[src/rtl/mdio_cmd_pkg.sv]
package mdio_cmd_pkg;
  localparam int FRAME_BITS = 64;
  localparam int TA_POS     = 46;
  localparam int DATA_POS   = 48;

  typedef struct packed {
    logic       wr;
    logic [4:0] phy;
    logic [4:0] regn;
  } mdio_cmd_t;

  // frame bit k sits at vector position FRAME_BITS-1-k
  function automatic logic [FRAME_BITS-1:0] build_frame(mdio_cmd_t c, logic [15:0] d);
    return {32'hFFFF_FFFF, 2'b01, (c.wr ? 2'b01 : 2'b10), c.phy, c.regn,
            (c.wr ? 2'b10 : 2'b00), (c.wr ? d : 16'h0000)};
  endfunction
endpackage

[src/rtl/mdio_clkgen.sv]
module mdio_clkgen #(
  parameter int HALF_DIV = 50
) (
  input  logic clk,
  input  logic rst_n,
  input  logic run,
  output logic mdc,
  output logic rise,
  output logic fall
);
  localparam int CW = (HALF_DIV > 1) ? $clog2(HALF_DIV) : 1;
  localparam logic [CW-1:0] LAST = CW'(HALF_DIV - 1);

  logic [CW-1:0] cnt;

  always_ff @(posedge clk or negedge rst_n) begin
    if (!rst_n) begin
      cnt <= '0;
      mdc <= 1'b0;
    end else if (!run) begin
      cnt <= '0;
      mdc <= 1'b0;
    end else if (cnt == LAST) begin
      cnt <= '0;
      mdc <= ~mdc;
    end else begin
      cnt <= cnt + 1'b1;
    end
  end

  assign rise = run && (cnt == LAST) && !mdc;
  assign fall = run && (cnt == LAST) && mdc;
endmodule

[src/rtl/mdio_sequencer.sv]
module mdio_sequencer
  import mdio_cmd_pkg::*;
(
  input  logic                  clk,
  input  logic                  rst_n,
  input  logic                  start,
  input  logic [FRAME_BITS-1:0] frame,
  input  logic                  is_wr,
  input  logic                  rise,
  input  logic                  fall,
  input  logic                  mdio_i,
  output logic                  busy,
  output logic                  mdio_o,
  output logic                  mdio_oe,
  output logic [15:0]           rx_data,
  output logic                  last
);
  localparam int IW = $clog2(FRAME_BITS);
  localparam logic [IW-1:0] TA_IDX   = IW'(TA_POS);
  localparam logic [IW-1:0] DATA_IDX = IW'(DATA_POS);
  localparam logic [IW-1:0] END_IDX  = IW'(FRAME_BITS - 1);

  logic [FRAME_BITS-1:0] shreg;
  logic [IW-1:0]         idx;
  logic                  wr_q;

  assign last    = fall && (idx == END_IDX);
  assign mdio_o  = busy && shreg[FRAME_BITS-1];
  assign mdio_oe = busy && (wr_q || (idx < TA_IDX));

  always_ff @(posedge clk or negedge rst_n) begin
    if (!rst_n) begin
      busy    <= 1'b0;
      shreg   <= '0;
      idx     <= '0;
      wr_q    <= 1'b0;
      rx_data <= '0;
    end else if (start) begin
      busy  <= 1'b1;
      shreg <= frame;
      idx   <= '0;
      wr_q  <= is_wr;
    end else if (busy) begin
      if (rise && (idx >= DATA_IDX))
        rx_data <= {rx_data[14:0], mdio_i};
      if (fall) begin
        shreg <= {shreg[FRAME_BITS-2:0], 1'b0};
        idx   <= idx + 1'b1;
        if (idx == END_IDX)
          busy <= 1'b0;
      end
    end
  end
endmodule

[src/rtl/mdio_cmd_engine.sv]
module mdio_cmd_engine
  import mdio_cmd_pkg::*;
#(
  parameter int HALF_DIV = 50
) (
  input  logic        clk,
  input  logic        rst_n,
  input  logic        reg_wr,
  input  logic        reg_sel,
  input  logic [15:0] reg_wdata,
  output logic [15:0] ctrl_rd,
  output logic [15:0] data_rd,
  output logic        mdc,
  output logic        mdio_o,
  output logic        mdio_oe,
  input  logic        mdio_i
);
  mdio_cmd_t  cmd_q, cmd_new;
  logic       done_q;
  logic [15:0] data_q;
  logic       start, busy, rise, fall, last;
  logic [15:0] rx_data;

  assign cmd_new = '{wr: reg_wdata[13], phy: reg_wdata[12:8], regn: reg_wdata[4:0]};
  assign start   = reg_wr && reg_sel && done_q;

  always_ff @(posedge clk or negedge rst_n) begin
    if (!rst_n) begin
      cmd_q  <= '0;
      done_q <= 1'b1;
      data_q <= '0;
    end else begin
      if (start) begin
        cmd_q  <= cmd_new;
        done_q <= 1'b0;
      end else if (last) begin
        done_q <= 1'b1;
      end
      if (last && !cmd_q.wr)
        data_q <= rx_data;
      else if (reg_wr && !reg_sel)
        data_q <= reg_wdata;
    end
  end

  mdio_clkgen #(.HALF_DIV(HALF_DIV)) u_clk (
    .clk(clk), .rst_n(rst_n), .run(busy),
    .mdc(mdc), .rise(rise), .fall(fall)
  );

  mdio_sequencer u_seq (
    .clk(clk), .rst_n(rst_n), .start(start),
    .frame(build_frame(cmd_new, data_q)), .is_wr(cmd_new.wr),
    .rise(rise), .fall(fall), .mdio_i(mdio_i),
    .busy(busy), .mdio_o(mdio_o), .mdio_oe(mdio_oe),
    .rx_data(rx_data), .last(last)
  );

  assign ctrl_rd = {done_q, 1'b0, cmd_q.wr, cmd_q.phy, 3'b000, cmd_q.regn};
  assign data_rd = data_q;
endmodule

[config.mk]
export PLATFORM = sky130hd
export DESIGN_NAME = mdio_cmd_engine
export DESIGN_NICKNAME = d
export VERILOG_FILES = /design/src/rtl/mdio_cmd_pkg.sv /design/src/rtl/mdio_clkgen.sv /design/src/rtl/mdio_sequencer.sv /design/src/rtl/mdio_cmd_engine.sv
export SDC_FILE = /design/constraint.sdc
export NUM_CORES = 1
export LEC_CHECK = 0
export BUFFER_PORTS_ARGS = -buffer_cell sky130_fd_sc_hd__buf_4
export CAP_MARGIN = 20
export CORE_MARGIN = 2
export CORE_UTILIZATION = 53
export DETAILED_ROUTE_END_ITERATION = 7
export GPL_TIMING_DRIVEN = 0
export PLACE_DENSITY = 0.8
export REMOVE_ABC_BUFFERS = 1
export SYNTH_ARGS = -nofsm -noshare
export SYNTH_HDL_FRONTEND = slang
export SYNTH_SLANG_ARGS = --single-unit
[constraint.sdc]
create_clock -name clk -period 2.12 [get_ports clk]
set_input_delay 0.424 -clock clk [delete_from_list [all_inputs] [get_ports clk]]
set_output_delay 0.424 -clock clk [all_outputs]
set_load 0.01 [all_outputs]
==> impl_metrics.toml, run 1 <==
[run_status]
status = "complete, no violations"

[synthesis]
syn_area_mm2 = 0.00527
yosysTopAreaCellShare_pct = 57.5
syn_area_per_cell_um2 = 9.60
synth_enable_flop_cells = 0
synth.distinct_cells = 40
ys.warnings.count = 0
synth_largest_area_cell = "dfrtp_1"
synthCells = 549
synth-async-reset-ratio_pct = 100
yosys-top-cells-area = "dfrtp_1, nand2_1, a21oi_1"
ys.flop_type = "dfrtp_1"
ys_seq_area_share_pct = 58.0
ys_seq_elements = 122

[setup_path]
max_stage_delay_ns = 0.47
path_cells = "a31oi_1 -> o31a_1 -> buf_4"
cp.required_ns = 1.70
crit_buf_inv = 1
cp.arrival_ns = 1.60
ff2ff_path_depth = 6
end_kind = "output port"
crit_cells = 3
cp_top_family = "flip-flops"
slowest_stage = "dfrtp_1"
crit_type = "reg -> out"
crit_fanout = 5
startpoint_type = "flop"

[timing]
hold_viol = 0
final.period_utilization_pct = 95.4
tightestPinTransition_ns = 0.554
fmax_ghz = 0.495
fin_setup_tns_ns = 0
rsz0062_at_grt = "false"
min_period_ns = 2.02
hold_ws_ns = 0.109
drv_slew = 0
setup_violations = 0
finalClockSkew_ns = 0.00678
slew-limit-headroom_pct = 63.0

[cells_and_area]
finish.net_count = 615
n_antenna_cell = 0
drive_gt1_share_pct = 19.4
areaGrowthSynthToFinish_pct = 21.6

[route]
initialDrtViolationCount = 431
drt_first_pass_iters = 5
ant_nets = 0
routed_wl_um = 12000
wl_per_cell_um = 16.3
viasPerCell = 5.66
route.detailed.drc = 0
vias = 4163

[power]
p_switching_mw = 1.17
p_sw_share_pct = 22.4
power_density_mw_per_mm2 = 814
leakagePower_nw = 3.13
seq_power_share_pct = 46.4
vdd_drop_max_mv = 0.631
p_clk_share_pct = 48.4
p_int_mw = 4.04
p_comb_share_pct = 5.2

[hold_path]
worstHoldPathCells = 3
hold_path.class = "in -> reg"

[clock_tree]
cts_tree = "built"
clock-sinks = 122
htree_levels = 4
clk_pin_slew_ns = 0.06
clockBufferDepth = 2
insertion_delay_ns = 0.53
cts_inserted_buffers = 17
cts_root_buffer = "clkbuf_8"

[floorplanning]
placementRows = 36
core-area_mm2 = 0.00973
die_y_um = 104
ioPinCount = 56
die_x_um = 104
die_area_mm2 = 0.0108
initial_core_util_pct = 54.2

[grt]
antenna_found_initial = 0
grt_pass1_vias = 4211
grt_usage_pct = 23.2
grt_overflow = 0
grt_max_degree = 90
grt_pass1_wl_um = 20000

[place]
gp_congestion = 0.807
hpwl_um = 6930
port_buffers = 51

[run]
cap_viol_max_count = 0
## repair_timing
action / in CTS / in global routing
endpoints found under the setup margin: 36 / 11
pin swaps: 1 / 2
cloned: 0 / 0
resized for setup: 4 / 0
endpoints found under the hold margin: 52 / 0
buffers inserted: 1 / 1
hold buffers: 1 / 0
## layout by cell type, fill, tap and decap left out, types with 4 or more instances in the layout
cell type    n
conb_1       4
xnor2_1      7
clkbuf_16   16
mux2_2      16
buf_4       51
buf_6        4
dfrtp_1    121
buf_16       4
clkbuf_8     5
nand2_1    153
clkinv_2     6
nand3_1     38
nor3_1       4
a21oi_1     57
nor2_1      38
mux2i_1     16
a31oi_1     16
## sequential cells by signal (all words and copies together), names as in the netlist
name	count
u_seq.idx	6
u_seq.wr_q	1
ctrl_rd	10
u_clk.cnt	6
done_q	1
u_seq.shreg	64
u_seq.busy	1
u_clk.mdc	1
data_rd	16
u_seq.rx_data	16
## power by group through the flow
stage | logic, mW | clock network [mW] | registers (mW)
global placement | 0.251 | 0 | 2.46
global route | 0.297 | 2.64 | 2.43
floorplan | 0.0655 | 0 | 2.47
detailed placement | 0.266 | 0 | 2.46
CTS | 0.270 | 2.54 | 2.42
finish | 0.270 | 2.52 | 2.42
## worst register-to-register path, cell delays in order, from the launching register on
cell,delay (ns)
dfrtp_1,0.39
inv_1,0.06
ha_1,0.21
nand3b_4,0.15
or3_4,0.48
buf_12,0.22
a311o_1,0.38
## per-layer routing
metal | vias to the layer above | part of all wire (%) | track usage [%]
li1 | 1919 | - | -
met1 | 2074 | 41 | 29.0
met2 | 136 | 51 | 38.0
met3 | 34 | 5.1 | 6.86
met4 | 0 | 2.6 | 9.36
met5 | - | 0 | 0
## metrics by stage
step / std cells / area [µm²] / worst slack (ns) / utilization [%] / power, mW
2_1_floorplan: 509 / 5080 / -2.48 / - / 2.54
6_report: 736 / 6410 / 0.0981 / 65.9 / 5.21
3_5_place_dp: 701 / 5810 / -0.477 / 59.7 / 2.72
4_1_cts: 734 / 6370 / 0.0532 / 65.5 / 5.23
3_3_place_gp: 693 / 5630 / -4.16 / 57.9 / 2.71
5_1_grt: 736 / 6410 / 0.0366 / 65.9 / 5.36
## worst paths after layout
path	start	to	slack (ns)
worst max-delay path	u_seq.idx[2]	mdio_oe	0.1
worst min-delay path	reg_wdata[11]	ctrl_rd[11]	0.11
min in group asynchronous	rst_n	u_seq.rx_data[13]	0.41
max in group asynchronous	rst_n	done_q	0.97
worst min register to register	ctrl_rd[9]	ctrl_rd[9]	0.48
worst max register to register	u_clk.cnt[1]	u_seq.shreg[29]	0.1
## cell usage after synthesis, types with 2 or more instances
cell / count
o21ai_0: 3
nand2b_1: 3
mux2i_1: 16
ha_1: 3
buf_1: 7
and3_1: 3
a31oi_1: 16
buf_2: 5
mux2_2: 16
dfrtp_1: 121
clkbuf_1: 24
nand4_1: 3
nor3_1: 5
a21oi_1: 57
buf_4: 6
nand3_1: 39
and2_1: 2
xor2_1: 2
nand2_1: 153
xnor2_1: 7
nor2_1: 38
inv_1: 2
## cell families after synthesis
group	share of synthesized area (%)
simple gates	21.2
mux	6.46
compound gates	8.24
flops	58.0
xor+xnor	1.50
fa+ha+maj	0.712
buf+inv	3.89
other cells	0.0712
## area by class of cell
| type | count | area (µm²) |
|---|---|---|
| Clock inverter | 8 | 45.0 |
| Sequential cell | 122 | 3050 |
| Tap cell | 133 | 166 |
| Inverter | 2 | 7.51 |
| Timing Repair Buffer | 63 | 603 |
| Clock buffer | 23 | 477 |
| Multi-Input combinational cell | 385 | 2050 |
| Fill cell | 705 | 3320 |
(Power assumes the default switching activity.)
==> run 2: changes to the inputs <==
- clock period: 2.12 -> 1.7 ns (I/O delays scaled with it)
==> run 2 against run 1 <==
Effect of this change:
- the run now ends with negative setup slack left
- via count up 24%
- clock-buffer cell count unchanged
- highest routed layer unchanged
- sequential share of layout area down 8.1 points
- core utilization up 14 points
- first-iteration DRC count rose by 63%
- wire length grew 68%
- clock power up 31%
- setup slack got worse by 0.32 ns
- largest power group unchanged
==> impl_metrics.toml, run 2 (synthesized netlist as in run 1, its figures left out) <==
[timing]
rsz0062_at_grt = "true"
drv_slew = 0
final.period_utilization_pct = 113
setup_violations = 96
hold_viol = 0
slew-limit-headroom_pct = 66.3
fmax_ghz = 0.521
fin_ws_ns = -0.218
hold_ws_ns = 0.0316
finalClockSkew_ns = 0.00875
min_period_ns = 1.92
tightestPinTransition_ns = 0.505

[power]
p_switching_mw = 1.65
seq_power_share_pct = 45.2
power_density_mw_per_mm2 = 866
p_clk_share_pct = 49.4
p_comb_share_pct = 5.4
leakagePower_nw = 3.57
p_int_mw = 5.05
p_sw_share_pct = 24.7
total_power_mw = 6.70
vdd_drop_max_mv = 0.896

[place]
port_buffers = 51
gp_congestion = 0.807
place_ws_ns = -0.897
hpwl_um = 6930

[grt]
grt_pass1_wl_um = 23600
antenna_found_initial = 0
grt_max_degree = 90
grt_usage_pct = 28.1
grt_pass1_vias = 4620
grt_overflow = 0

[route]
route.detailed.drc = 0
ant_nets = 0
drt_first_pass_iters = 7
vias = 5176
initialDrtViolationCount = 703
viasPerCell = 6.61
wl_per_cell_um = 25.6
routed_wl_um = 20100

[cells_and_area]
finish.net_count = 662
largest_register_ff_count = 64
drive_gt1_share_pct = 44.5
n_antenna_cell = 0
multi_input_area_mm2 = 0.00277
layout_common_cells = "dfrtp_1, nand2_1, buf_4"
seqCellArea_mm2 = 0.00306
final_common_cell = "dfrtp_1"
fillCellCount = 439
regMostFlops = "u_seq.shreg"
areaGrowthSynthToFinish_pct = 46.8

[setup_path]
startpoint_type = "flop"
crit_type = "reg -> reg"
end_kind = "flop"
cp.required_ns = 2.12
cp.arrival_ns = 2.34
crit_fanout = 8

[clock_tree]
cts_inserted_buffers = 17
cts_root_buffer = "clkbuf_8"
htree_levels = 4
clk_pin_slew_ns = 0.06
insertion_delay_ns = 0.55
clock-sinks = 122
cts_tree = "built"
clockBufferDepth = 2

[hold_path]
hold_path.class = "in -> reg"

[run]
cap_viol_max_count = 0

[floorplanning]
die_area_mm2 = 0.0108
core-area_mm2 = 0.00973
initial_core_util_pct = 54.2
die_x_um = 104
ioPinCount = 56
die_y_um = 104
placementRows = 36

[run_status]
status = "complete, but fails checks"
violations = "negative setup slack"
==> run 2: changes by cell type in the layout (fill, tap and decap cells not counted), moves of 25 or more <==
cell / previous run / this run
nand3_2: 0 / 25
nand2_1: 153 / 96
nand3_1: 38 / 11
nand2_4: 0 / 30
nand2_2: 1 / 28
==> run 2: critical path, stage by stage (launching register included) <==
cell and delay (ns):
dfrtp_1 0.39, inv_2 0.08, ha_4 0.14, and3b_2 0.22
nand2_4 0.08, nor4_4 0.17, buf_4 0.21, buf_12 0.16
mux2_4 0.33
==> run 2: worst paths after layout <==
kind,depth (start not counted),to,slack (ns),from
min in group asynchronous,2,u_seq.shreg[14],0.33,rst_n
max in group asynchronous,3,done_q,0.61,rst_n
min,3,ctrl_rd[1],0.03,reg_wdata[1]
max reg2reg,8,u_seq.rx_data[6],-0.22,u_clk.cnt[1]
min reg2reg,2,ctrl_rd[1],0.50,ctrl_rd[1]
max,8,u_seq.rx_data[6],-0.22,u_clk.cnt[1]
==> run 2: per-stage QoR <==
step / setup TNS, ns / instance area, µm² / std cells / util [%]
floorplan: -200.59 / 5080 / 509 / -
global placement: -332.99 / 5630 / 693 / 57.9
detailed placement: -45.39 / 5810 / 701 / 59.7
CTS: -1.03 / 6730 / 752 / 69.2
global route: -11.88 / 7740 / 783 / 79.5
finish: -10.08 / 7740 / 783 / 79.5
==> run 2: metal layers <==
metal / global-route usage, % / vias up / wire length [µm]
met3: 7.74 / 151 / 2050
met2: 47.7 / 508 / 9490
met4: 13.0 / 0 / 1620
met1: 33.3 / 2492 / 6890
li1: - / 2025 / -
met5: 0 / - / 0
==> run 2: area by class of cell <==
| class | count | area share, % |
|---|---|---|
| Multi-Input combinational cell | 390 | 35.9 |
| Timing Repair Buffer | 105 | 15.6 |
| Clock buffer | 23 | 6.16 |
| Sequential cell | 122 | 39.6 |
| Inverter | 2 | 0.0970 |
| Tap cell | 133 | 2.15 |
| Clock inverter | 8 | 0.582 |
==> run 2: what timing repair did <==
item | CTS | global route
pin swaps | 8 | 58
hold buffers | 1 | 0
endpoints found under the setup margin | 99 | 94
hold endpoints to repair | 52 | 0
gates cloned | 5 | 11
gates resized for setup | 44 | 167
setup buffers | 16 | 19
==> run 2: power by group through the flow <==
stage	combinational, mW	sequential, mW	clock [mW]
2_1_floorplan	0.0817	3.08	0
3_3_place_gp	0.314	3.06	0
3_5_place_dp	0.331	3.07	0
4_1_cts	0.338	3.02	3.17
5_1_grt	0.390	3.03	3.39
6_report	0.364	3.03	3.31
==> run 3: changes to the inputs <==
- ABC_AREA: default -> 1
- GPL_TIMING_DRIVEN: 0 -> default
==> run 3 against run 2 <==
Effect of this change:
- the flow still finishes with violations (negative setup slack)
- via count decreased by 0.48%
- cell area increased by 2.0%
- flip-flop and latch count unchanged
- hold slack improved by 0.023 ns
- die area increased by 4.6%
- critical endpoint is now u_seq.shreg[18]
- largest power group unchanged
==> impl_metrics.toml, run 3 <==
[run_status]
status = "complete, but fails checks"
violations = "negative setup slack"

[timing]
fin_setup_tns_ns = -9.62
rsz0062_at_grt = "true"
fmax_ghz = 0.517
final.period_utilization_pct = 114
drv_slew = 0
finalClockSkew_ns = 0.0101
hold_viol = 0
setup_violations = 93
fin_ws_ns = -0.233
min_period_ns = 1.93

[clock_tree]
cts_tree = "built"
clockBufferDepth = 2
cts_root_buffer = "clkbuf_8"
clk_pin_slew_ns = 0.06
insertion_delay_ns = 0.54
clock-sinks = 122
htree_levels = 4
cts_inserted_buffers = 17

[synthesis]
yosys-top-cells-count = "dfrtp_1, nand2_1, inv_1"
ys.flop_type = "dfrtp_1"
synth.distinct_cells = 36
yosys-top-cells-area = "dfrtp_1, nand2_1, nand3_1"
ys.warnings.count = 0
synthCells = 601
ys_seq_elements = 122
syn_area_mm2 = 0.00552
synth-async-reset-ratio_pct = 100
ys_seq_area_share_pct = 55.3
yosysMostFrequentCell = "dfrtp_1"
synth_largest_area_cell = "dfrtp_1"
synth_enable_flop_cells = 0
yosysTopAreaCellShare_pct = 54.8
syn_area_per_cell_um2 = 9.19

[route]
vias = 5151
route.detailed.drc = 0
drt_first_pass_iters = 5
ant_nets = 0
routed_wl_um = 18100
initialDrtViolationCount = 653
viasPerCell = 6.09
wl_per_cell_um = 21.4

[setup_path]
crit_type = "reg -> reg"
cp.required_ns = 2.08
crit_fanout = 12
end_kind = "flop"
cp.arrival_ns = 2.32
startpoint_type = "flop"

[floorplanning]
core-area_mm2 = 0.0102
die_area_mm2 = 0.0113
die_y_um = 106
placementRows = 37
initial_core_util_pct = 54.0
die_x_um = 106
ioPinCount = 56

[cells_and_area]
layout_common_cells = "dfrtp_1, inv_1, buf_4"
areaGrowthSynthToFinish_pct = 42.9
drive_gt1_share_pct = 41.5
finish.net_count = 722
largest_register_ff_count = 64
final_util_pct = 77.1
n_antenna_cell = 0
regMostFlops = "u_seq.shreg"
final_common_cell = "dfrtp_1"

[place]
gp_congestion = 0.824
place_ws_ns = -0.0440
hpwl_um = 7640
port_buffers = 51

[grt]
grt_overflow = 0
grt_pass1_wl_um = 22700
grt_max_degree = 45
antenna_found_initial = 0
grt_usage_pct = 26.1
grt_pass1_vias = 4575

[power]
vdd_drop_max_mv = 0.673
leakagePower_nw = 3.78
power_density_mw_per_mm2 = 1200

[run]
cap_viol_max_count = 0

[hold_path]
hold_path.class = "in -> reg"
==> run 3: changes by cell type after synthesis, moves of 30 or more <==
cell / change
nand2_1: -40
nand3_1: +42
a22oi_1: +30
a21oi_1: -52
inv_1: +80
o21ai_0: +43
==> run 3: cells by family (layout without fill, tap and decap cells) <==
| family | after synthesis | after routing | synth area share, % |
|---|---|---|---|
| DFF | 122 | 122 | 55.3 |
| other | 1 | 4 | 0.0679 |
| buffers and inverters | 123 | 223 | 10.6 |
| AOI/OAI and AO/OA | 101 | 101 | 11.5 |
| xor gates and xnor gates | 4 | 4 | 0.634 |
| adders and majority gates | 3 | 3 | 0.680 |
| and+or+nand+nor | 247 | 253 | 21.1 |
==> run 3: routing by layer <==
metal	global-route usage, %	vias up	part of all wire (%)
met5	0	-	0
met4	10.2	0	4.7
met3	6.25	96	9.1
met2	43.1	340	50
met1	33.5	2552	36
li1	-	2163	-
==> run 3: path summary, 6_finish.rpt <==
path,from,end,slack [ns],cells past startpoint
setup reg to reg,u_clk.cnt[1],u_seq.shreg[18],-0.23,11
setup / recovery,u_clk.cnt[1],u_seq.shreg[18],-0.23,11
hold / removal,mdio_i,u_seq.rx_data[0],0.05,3
max in group asynchronous,rst_n,u_seq.shreg[22],0.81,3
hold reg to reg,ctrl_rd[3],ctrl_rd[3],0.49,2
min in group asynchronous,rst_n,u_seq.shreg[40],0.29,2
==> run 3: timing repair <==
action                                  4_1_cts  5_1_grt
setup buffers                                12       12
cloned                                        5       11
endpoints found under the setup margin       44      101
pin swaps                                     7       37
hold buffers                                  1        0
hold endpoints to repair                     23        0
gates resized for setup                      13      180
==> run 3: metrics by stage <==
| step | hold WS, ns | cell area [µm²] | power [mW] | std cells |
|---|---|---|---|---|
| 2_1_floorplan | 0.0444 | 5270 | 4.44 | 566 |
| 6_report | 0.0542 | 7890 | 9.49 | 846 |
| 5_1_grt | 0.0813 | 7890 | 9.77 | 846 |
| 3_5_place_dp | 0.305 | 6050 | 5.13 | 775 |
| 3_3_place_gp | 0.305 | 6050 | 5.06 | 775 |
| 4_1_cts | 0.0576 | 6890 | 9.09 | 824 |
==> run 3: worst max-delay path: stages (launching register included) <==
cell and delay [ns]:
dfrtp_1 0.38, inv_1 0.07, ha_2 0.17, nand2_2 0.07, nor2_4 0.14, buf_6 0.12
nand4_4 0.14, nand2_4 0.18, inv_4 0.09, buf_12 0.16, nand2_1 0.09, o211ai_1 0.16
==> run 3: final cells by class <==
cell class | count | area, µm²
clock buffers | 19 | 432
clock inverters | 12 | 196
fillers | 537 | 2340
inverters | 85 | 323
multi-input cells | 365 | 2620
flip-flops and latches | 122 | 3060
well taps | 136 | 170
repair buffers | 107 | 1100
==> run 3: power breakdown <==
part	switching [mW]	internal (mW)	leakage, nW	total (mW)
combinational	1.03	0.687	2.06	1.72
sequential	0.398	3.44	1.42	3.84
clock	1.38	2.56	0.300	3.93
total	2.81	6.68	3.78	9.49
